<file path="config.mk">
export PLATFORM = sky130hd
export DESIGN_NAME = phy_tx_lpbk_top
export DESIGN_NICKNAME = d
export VERILOG_FILES = /design/src/rtl/phy_tx_pkg.sv /design/src/rtl/phy_tx_byte_enc.sv /design/src/rtl/phy_tx_mode_ctl.sv /design/src/rtl/phy_tx_lpbk_top.sv
export SDC_FILE = /design/constraint.sdc
export NUM_CORES = 1
export LEC_CHECK = 0
export ABC_AREA = 0
export BUFFER_PORTS_ARGS = -buffer_cell sky130_fd_sc_hd__buf_4
export CAP_MARGIN = 20
export CORE_ASPECT_RATIO = 0.9
export CORE_MARGIN = 2
export CORE_UTILIZATION = 45
export CTS_BUF_LIST = sky130_fd_sc_hd__clkbuf_2 sky130_fd_sc_hd__clkbuf_4 sky130_fd_sc_hd__clkbuf_8
export DETAILED_ROUTE_END_ITERATION = 10
export GPL_ROUTABILITY_DRIVEN = 0
export PLACE_DENSITY = 0.69
export SLEW_MARGIN = 0
export SYNTH_ARGS = -nofsm -noshare
export SYNTH_HDL_FRONTEND = slang
export SYNTH_HIERARCHICAL = 1
export SYNTH_SLANG_ARGS = --single-unit
</file>
<file path="constraint.sdc">
create_clock -name clk -period 11.65 [get_ports clk]
set_clock_uncertainty 0.15 [all_clocks]
set_input_delay 0 -clock clk [delete_from_list [all_inputs] [get_ports clk]]
set_output_delay 0 -clock clk [all_outputs]
set_load 0.1 [all_outputs]
</file>
<file path="src/rtl/phy_tx_pkg.sv">
package phy_tx_pkg;

  localparam int SYM_W = 10;

  typedef enum logic [1:0] {
    MODE_IDLE = 2'd0,
    MODE_NORM = 2'd1,
    MODE_LPBK = 2'd2
  } tx_mode_e;

  typedef struct packed {
    logic [SYM_W-1:0] sym;
    logic             rd;   // 1 = positive after this symbol
  } enc_res_t;

  // 5b/6b sub-block, RD- column, bits abcdei
  function automatic logic [5:0] six_neg(input logic [4:0] x);
    case (x)
      5'd0:  six_neg = 6'b100111;  5'd1:  six_neg = 6'b011101;
      5'd2:  six_neg = 6'b101101;  5'd3:  six_neg = 6'b110001;
      5'd4:  six_neg = 6'b110101;  5'd5:  six_neg = 6'b101001;
      5'd6:  six_neg = 6'b011001;  5'd7:  six_neg = 6'b111000;
      5'd8:  six_neg = 6'b111001;  5'd9:  six_neg = 6'b100101;
      5'd10: six_neg = 6'b010101;  5'd11: six_neg = 6'b110100;
      5'd12: six_neg = 6'b001101;  5'd13: six_neg = 6'b101100;
      5'd14: six_neg = 6'b011100;  5'd15: six_neg = 6'b010111;
      5'd16: six_neg = 6'b011011;  5'd17: six_neg = 6'b100011;
      5'd18: six_neg = 6'b010011;  5'd19: six_neg = 6'b110010;
      5'd20: six_neg = 6'b001011;  5'd21: six_neg = 6'b101010;
      5'd22: six_neg = 6'b011010;  5'd23: six_neg = 6'b111010;
      5'd24: six_neg = 6'b110011;  5'd25: six_neg = 6'b100110;
      5'd26: six_neg = 6'b010110;  5'd27: six_neg = 6'b110110;
      5'd28: six_neg = 6'b001110;  5'd29: six_neg = 6'b101110;
      5'd30: six_neg = 6'b011110;  default: six_neg = 6'b101011;
    endcase
  endfunction

  // 3b/4b sub-block, RD- column, bits fghj (primary .7)
  function automatic logic [3:0] four_neg(input logic [2:0] y);
    case (y)
      3'd0: four_neg = 4'b1011;  3'd1: four_neg = 4'b1001;
      3'd2: four_neg = 4'b0101;  3'd3: four_neg = 4'b1100;
      3'd4: four_neg = 4'b1101;  3'd5: four_neg = 4'b1010;
      3'd6: four_neg = 4'b0110;  default: four_neg = 4'b1110;
    endcase
  endfunction

  function automatic logic [2:0] ones6(input logic [5:0] v);
    ones6 = 3'(v[0]) + 3'(v[1]) + 3'(v[2]) + 3'(v[3]) + 3'(v[4]) + 3'(v[5]);
  endfunction

  function automatic logic [2:0] ones4(input logic [3:0] v);
    ones4 = 3'(v[0]) + 3'(v[1]) + 3'(v[2]) + 3'(v[3]);
  endfunction

  // Full byte encode: rd_in 1 = positive
  function automatic enc_res_t enc_byte(input logic [7:0] d, input logic k,
                                        input logic rd_in);
    logic [4:0] x;
    logic [2:0] y;
    logic [5:0] s6;
    logic [3:0] s4;
    logic       k28, unbal6, unbal4, rd6, alt;
    enc_res_t   r;
    x      = d[4:0];
    y      = d[7:5];
    k28    = k && (x == 5'd28);
    s6     = k28 ? 6'b001111 : six_neg(x);
    unbal6 = (ones6(s6) != 3'd3);
    if (rd_in && (unbal6 || x == 5'd7)) s6 = ~s6;
    rd6    = unbal6 ? ~rd_in : rd_in;
    alt    = (y == 3'd7) &&
             (k || (!rd6 && (x == 5'd17 || x == 5'd18 || x == 5'd20)) ||
                   ( rd6 && (x == 5'd11 || x == 5'd13 || x == 5'd14)));
    s4     = alt ? 4'b0111 : four_neg(y);
    unbal4 = (ones4(s4) != 3'd2);
    if (rd6 && (unbal4 || y == 3'd3)) s4 = ~s4;
    if (k28 && !rd6 && !unbal4 && y != 3'd3) s4 = ~s4;
    r.sym = {s6, s4};
    r.rd  = unbal4 ? ~rd6 : rd6;
    return r;
  endfunction

endpackage

</file>
<file path="src/rtl/phy_tx_byte_enc.sv">
module phy_tx_byte_enc
  import phy_tx_pkg::*;
(
  input  logic [7:0]       data_i,
  input  logic             k_i,
  input  logic             rd_i,
  output logic [SYM_W-1:0] sym_o,
  output logic             rd_o
);

  enc_res_t res;

  always_comb begin
    res   = enc_byte(data_i, k_i, rd_i);
    sym_o = res.sym;
    rd_o  = res.rd;
  end

endmodule

</file>
<file path="src/rtl/phy_tx_mode_ctl.sv">
module phy_tx_mode_ctl
  import phy_tx_pkg::*;
(
  input  logic     clk,
  input  logic     rst_n,
  input  logic     lpbk_req_i,
  input  logic     eidle_req_i,
  output tx_mode_e mode_nxt_o
);

  tx_mode_e mode_q;
  tx_mode_e mode_nxt;

  always_comb begin
    if (mode_q == MODE_LPBK && lpbk_req_i)
      mode_nxt = MODE_LPBK;
    else if (lpbk_req_i && !eidle_req_i)
      mode_nxt = MODE_LPBK;
    else if (eidle_req_i)
      mode_nxt = MODE_IDLE;
    else
      mode_nxt = MODE_NORM;
  end

  always_ff @(posedge clk) begin
    if (!rst_n) mode_q <= MODE_IDLE;
    else        mode_q <= mode_nxt;
  end

  assign mode_nxt_o = mode_nxt;

endmodule

</file>
<file path="src/rtl/phy_tx_lpbk_top.sv">
module phy_tx_lpbk_top
  import phy_tx_pkg::*;
#(
  parameter int         BYTES    = 2,
  parameter logic [9:0] IDLE_SYM = 10'b0
)(
  input  logic                 clk,
  input  logic                 rst_n,
  input  logic [8*BYTES-1:0]   tx_data_i,
  input  logic [BYTES-1:0]     tx_k_i,
  input  logic                 tx_lpbk_req_i,
  input  logic                 tx_eidle_req_i,
  input  logic                 tx_compl_i,
  input  logic [10*BYTES-1:0]  rx_sym_i,
  output logic [10*BYTES-1:0]  tx_sym_o
);

  localparam int SW = SYM_W * BYTES;

  tx_mode_e        mode_nxt;
  logic            norm_sel;
  logic            lpbk_sel;
  logic            rd_q;
  logic            rd_seed;
  logic [BYTES:0]  rd_chain;
  logic [SW-1:0]   enc_sym;
  logic [SW-1:0]   sym_nxt;
  logic [SW-1:0]   sym_q;

  phy_tx_mode_ctl u_mode (
    .clk         (clk),
    .rst_n       (rst_n),
    .lpbk_req_i  (tx_lpbk_req_i),
    .eidle_req_i (tx_eidle_req_i),
    .mode_nxt_o  (mode_nxt)
  );

  assign norm_sel    = (mode_nxt == MODE_NORM);
  assign lpbk_sel    = (mode_nxt == MODE_LPBK);
  assign rd_seed     = tx_compl_i ? 1'b0 : rd_q;
  assign rd_chain[0] = rd_seed;

  for (genvar g = 0; g < BYTES; g++) begin : g_lane
    phy_tx_byte_enc u_enc (
      .data_i (tx_data_i[8*g +: 8]),
      .k_i    (tx_k_i[g]),
      .rd_i   (rd_chain[g]),
      .sym_o  (enc_sym[SYM_W*g +: SYM_W]),
      .rd_o   (rd_chain[g+1])
    );
  end

  always_comb begin
    case (mode_nxt)
      MODE_NORM: sym_nxt = enc_sym;
      MODE_LPBK: sym_nxt = rx_sym_i;
      default:   sym_nxt = {BYTES{IDLE_SYM}};
    endcase
  end

  always_ff @(posedge clk) begin
    if (!rst_n) begin
      sym_q <= {BYTES{IDLE_SYM}};
      rd_q  <= 1'b0;
    end else begin
      sym_q <= sym_nxt;
      if (norm_sel) rd_q <= rd_chain[BYTES];
    end
  end

  assign tx_sym_o = sym_q;

endmodule

</file>
# Word-level counts from Yosys, hierarchy flattened
# Memories as Yosys holds them, arrays and structs flattened.
# Cells that the tools add are included.
# word_totals
ff_bits,23
latch_bits,0
ramBits,0
romBits,384
inputBits,43
word_cells,134
mem_count,2
# memory_table
memory,depth,word_bits,read_ports,rd_clocked_by_memory_dff,write_ports,line_no,source
(name not given),32,6,1,0,0,phy_tx_pkg.sv:18,case (x)
(name not given),32,6,1,0,0,phy_tx_pkg.sv:18,
# classes
addsub,16
n_mul,0
n_div,0
n_lt_le_gt_ge,0
n_eq_ne,39
shift,0
n_mux,21
bitwise_logic,10
n_reduce_logical,43
# ops
cell,count
one-hot mux 4 bit (7 select lines),2
"equality test 5 bit, second input constant",8
one-hot mux 20 bit (2 select lines),1
adder 3 x 1 -> 3 bit,12
"equality test 5 x 4 -> 1 bit, second input constant",6
"equality test 3 bit, second input constant",8
2-to-1 mux 4 bit,6
2-to-1 mux 6 bit,4
logical AND 1 bit,20
"inequality test 3 x 2 -> 1 bit, second input constant",6
logical OR 1 bit,16
inverter 4 bit,4
"equality test 3 x 2 -> 1 bit, second input constant",4
inverter 6 bit,2
"equality test 5 x 3 -> 1 bit, second input constant",2
adder 1 x 1 -> 2 bit,4
"equality test 3 x 1 -> 1 bit, second input constant",2
zero test 3 bit,2
2-to-1 mux 1 bit,6
zero test 1 bit,5
"equality test 2 bit, second input constant",2
2-to-1 mux 2 bit,2
inverter 1 bit,4
"equality test 2 x 1 -> 1 bit, second input constant",1

# Logic depth before layout (Yosys ltp)
# logic_depth
ltp_word,39
depth_mapped,36
mapped_depth_nobuf,36

# Cells and area by module
# The synthesis kept the hierarchy.
# modules_own_cells
module,instances,cells_each,area_each_um2,seq_area_each_um2
phy_tx_byte_enc (g_lane[1].u_enc),1,112,895.9,0.0
phy_tx_byte_enc (g_lane[0].u_enc),1,110,877.1,0.0
phy_tx_lpbk_top,1,75,765.7,420.4
phy_tx_mode_ctl,1,8,86.3,40.0

# Worst setup path after synthesis
# OpenSTA, ideal clock, no wires.
# synth_timing
kind,input port to flip-flop
from,input tx_data_i[0]
to,register sym_q[13] (netlist: tx_sym_o[13])
setup_ps,64
arrival_time_ps,7966
t_required_ps,11436
path_slack_ps,3470
cell_stages,34
path_buffers,0
cell_sequence,inv_1 -> ha_1 -> nor2b_1 -> o21ai_0 -> a21oi_1 -> a221oi_1 -> fa_1 -> fa_1 -> inv_1 -> ha_1 -> inv_1 -> fa_1 -> nand3b_1 -> xor2_2 -> mux2i_1 -> o41ai_2 -> fa_1 -> ha_1 -> ha_1 -> nor3b_1 -> xnor2_1 -> xor2_2 -> mux2i_1 -> o41ai_2 -> fa_1 -> ha_1 -> ha_1 -> nor3b_2 -> nor4b_2 -> mux2i_2 -> or4_1 -> nand3_1 -> a22oi_1 -> nor2_1
# synth_between
elab_chain_len,39
# synth_rtl
element,line_no,source
"start, declared",phy_tx_lpbk_top.sv:9,"input logic [8*BYTES-1:0] tx_data_i,"
branches (longest 20 deep; another with memory (32 x 6 bit)),--,
2-to-1 mux 1 bit *,phy_tx_pkg.sv:80,r.rd = unbal4 ? ~rd6 : rd6;
named net rd_chain[1],phy_tx_lpbk_top.sv:25,logic [BYTES:0] rd_chain;
inverter 1 bit,phy_tx_pkg.sv:71,rd6 = unbal6 ? ~rd_in : rd_in;
2-to-1 mux 1 bit *,phy_tx_pkg.sv:71,
zero test 1 bit,"phy_tx_pkg.sv:73, phy_tx_pkg.sv:78",
logical AND 1 bit,phy_tx_pkg.sv:73,(k || (!rd6 && (x == 5'd17 || x == 5'd18 || x == 5'd20)) ||
logical OR 1 bit (2 in series),phy_tx_pkg.sv:73,
[5 not listed],--,
inequality test 3 x 2 -> 1 bit,phy_tx_pkg.sv:76,unbal4 = (ones4(s4) != 3'd2);
logical OR 1 bit,phy_tx_pkg.sv:77,if (rd6 && (unbal4 || y == 3'd3)) s4 = ~s4;
logical AND 1 bit,phy_tx_pkg.sv:77,
2-to-1 mux 4 bit,phy_tx_pkg.sv:77,
inverter 4 bit,phy_tx_pkg.sv:78,if (k28 && !rd6 && !unbal4 && y != 3'd3) s4 = ~s4;
2-to-1 mux 4 bit *,phy_tx_pkg.sv:78,
named net enc_sym[13],phy_tx_lpbk_top.sv:26,logic [SW-1:0] enc_sym;
one-hot mux 20 bit (2 select lines) *,phy_tx_lpbk_top.sv:54,case (mode_nxt)
"end signal, assigned",phy_tx_lpbk_top.sv:63,sym_q <= {BYTES{IDLE_SYM}};
"end signal, assigned",phy_tx_lpbk_top.sv:66,sym_q <= sym_nxt;
"end, declared",phy_tx_lpbk_top.sv:28,logic [SW-1:0] sym_q;
# Mark *: on every way through the listed nets, which the timed path passes.
# A chain may end at the register's enable or synchronous reset.

# Final worst setup path
# layout_timing
from,input tx_data_i[1]
to,register sym_q[13] (netlist: tx_sym_o[13])
# Same word-level chain as after synthesis.

==> results.yml <==
outcome:
  status: "finished clean"
cells_and_area:
  fin_nets: 455
  fill_cells: 518
  layout-drive-gt1-share_pct: 24.8
  diodes: 0
  layout_common_cells: "62 x buf_4, 39 x nor2_1, 24 x ha_1, 24 x dlygate4sd3_1, 23 x dfxtp_1"
  mostFrequentLayoutCell: "buf_4"
  syn_to_final_growth_pct: 27.3
timing:
  slew-limit-headroom_pct: 43.7
  setup_viol: 0
  fin_setup_tns_ns: 0
  max_slew.worst_pin.slew_ns: 0.845
  drv_slew: 0
  hold_viol_final: 0
  finalCriticalPeriod_ns: 8.83
  period_share_pct: 75.8
  whs_ns: 0.0455
  rsz0062_at_grt: "no"
  max_freq_ghz: 0.113
setup_path:
  cp-start-kind: "input pin"
  crit_path_frequent_cell: "ha_1"
  worst-path-max-fanout: 6
  crit_slowest_cell: "fa_1"
  arrival_ns: 8.87
  critical_path_class: "input pin to register"
  slowest_delay_ns: 0.51
  critPathRequiredTime_ns: 11.69
  cp-end-kind: "register"
synth:
  synth_cell_types: 53
  ys_ff_latch: 23
  yosys.area.top_type: "dfxtp_1"
  synth_compound_area_share_pct: 21.8
  synth_top_area_share_pct: 17.5
  yosys.area_share.simple_pct: 19.0
  synth_fa_ha_area_share_pct: 17.5
  synthArstFlopShare_pct: 0
  synth_nets: 380
  syn_inst: 305
  syn_avg_cell_area_sq_um: 8.61
  synth.area.mux_share_pct: 7.44
  synth_xor_area_share_pct: 8.58
  ys_warn_count: 6
  synth_top_family_by_area: "compound AO/OA/AOI/OAI gates"
  ys_seq_area_share_pct: 17.5
  synth-edff-count: 0
  synth_area_sq_um: 2630
  yosys-top-cells-area: "dfxtp_1 18%, ha_1 11%, fa_1 6.1%"
  synth_ff_type: "dfxtp_1"
die:
  rows: 26
  io_pins: 63
  start_util_pct: 46.4
  die_x_um: 84.5
  die_h_um: 76.5
  core-area_sq_um: 5660
  dieArea_sq_um: 6460
routing:
  wire_per_inst_um: 13.7
  ant_nets: 0
  vias_per_cell: 5.41
  route.detailed.drc: 0
  drt_pre_antenna_iters: 4
  drtIter0Drc: 105
  dr_total_vias: 2430
  drt_wl_total_um: 6140
cts:
  cts.reportedPaths.clkPinSlew_ns: 0.08
  cts-root-buf: "clkbuf_8"
  cts_setup_buffers: 0
  cts_tree: "done"
  clockBufferDepth: 2
  insertion_delay_ns: 0.26
  cts_made_buffers: 3
  cts.htree.levels: 1
  clkSinkCount: 23
run:
  maxCapViolCount: 0
grt:
  grt_pass1_wl_um: 10200
  first_global_vias: 2185
  grt_max_degree: 22
  grt_use_total_pct: 18.5
  grt_overflow_total: 0
  antenna_found_initial: 0
placed_design:
  place_hpwl_um: 4740
  portBuffers: 62
pwr:
  p_per_area_nw_per_um2: 124
  peakVddDrop_mv: 0.0901
  p_leak_nw: 1.46
  totalPowerFinal_uw: 415
worst_hold_path:
  min_path_type: "input pin to register"
-- cell usage after synthesis, drive strengths merged, types with 4 or more instances --
| cell | number |
|---|---|
| xor2 | 12 |
| xnor2 | 12 |
| nand2 | 17 |
| o22ai | 4 |
| a22oi | 21 |
| fa | 8 |
| o21ai | 11 |
| mux2i | 12 |
| ha | 24 |
| mux2 | 4 |
| a211oi | 8 |
| nand3 | 5 |
| inv | 24 |
| nor3 | 5 |
| o41ai | 6 |
| nand2b | 8 |
| buf | 15 |
| a21oi | 9 |
| nor3b | 4 |
| nor2b | 6 |
| dfxtp | 23 |
| nor2 | 42 |
-- timing repair --
| item | in CTS | in global routing |
|---|---|---|
| hold buffers | 24 | 0 |
| endpoints found under the hold margin | 23 | 0 |
| resized for setup | 0 | 0 |
-- path summary, 6_finish.rpt --
check	startpoint	to	slack, ns	cells past startpoint
worst min register to register	rd_q$_SDFFE_PN0N_	rd_q$_SDFFE_PN0N_	0.39	2
worst max register to register	rd_q$_SDFFE_PN0N_	tx_sym_o[13]$_SDFF_PN0_	5.18	22
worst min-delay path	tx_data_i[13]	tx_sym_o[13]$_SDFF_PN0_	0.05	5
worst max-delay path	tx_data_i[1]	tx_sym_o[13]$_SDFF_PN0_	2.82	35
-- power breakdown --
group          internal [mW]  switching [mW]  total [mW]
sequential            0.0837         0.00173      0.0855
combinational          0.121           0.159       0.279
clock                 0.0239          0.0266      0.0505
-- cells by family after synthesis --
group,count (synthesis)
AOI/OAI and AO/OA,73
xor gates and xnor gates,24
muxes,17
buffers and inverters,40
and+or+nand+nor,96
DFF,23
adders and majority gates,32
-- cell type report --
type	instances	area, sq um	share of cell area [%]
clock buffers	3	41.3	1.24
clock inverters	1	5.00	0.150
inverters	24	90.1	2.70
multi-input cells	242	1950	58.4
flip-flops and latches	23	460	13.8
well taps	70	87.6	2.62
repair buffers	86	706	21.1
-- worst max-delay path: cells and delay by family --
kind	cells	cell delay [ns]
AO/OA/AOI/OAI	6	1.50
AND/OR/NAND/NOR	8	1.86
buffers and inverters	4	0.38
adder cells (fa/ha/maj)	11	3.73
XOR/XNOR	3	0.85
multiplexers	3	0.55
-- per-stage QoR --
step	worst slack [ns]	instances	area, sq um	util [%]
floorplan	3.47	305	2630	-
global placement	2.86	421	3060	54.0
detailed placement	2.53	421	3060	54.0
CTS	2.78	449	3340	59.0
global route	2.11	449	3340	59.0
finish	2.82	449	3340	59.0
-- sequential cells by signal (all words and copies together), names as in the netlist --
name / cells
rd_q: 1
tx_sym_o: 20
u_mode/mode_q: 2
-- metal layers --
metal	global-route usage [%]	routed length, um	up-vias
met2	28.3	2740	87
met1	28.5	3050	1117
met4	0.952	14	0
met5	0	0	-
met3	3.14	338	2
li1	-	-	1224
Power figures use the tool's default switching activity.
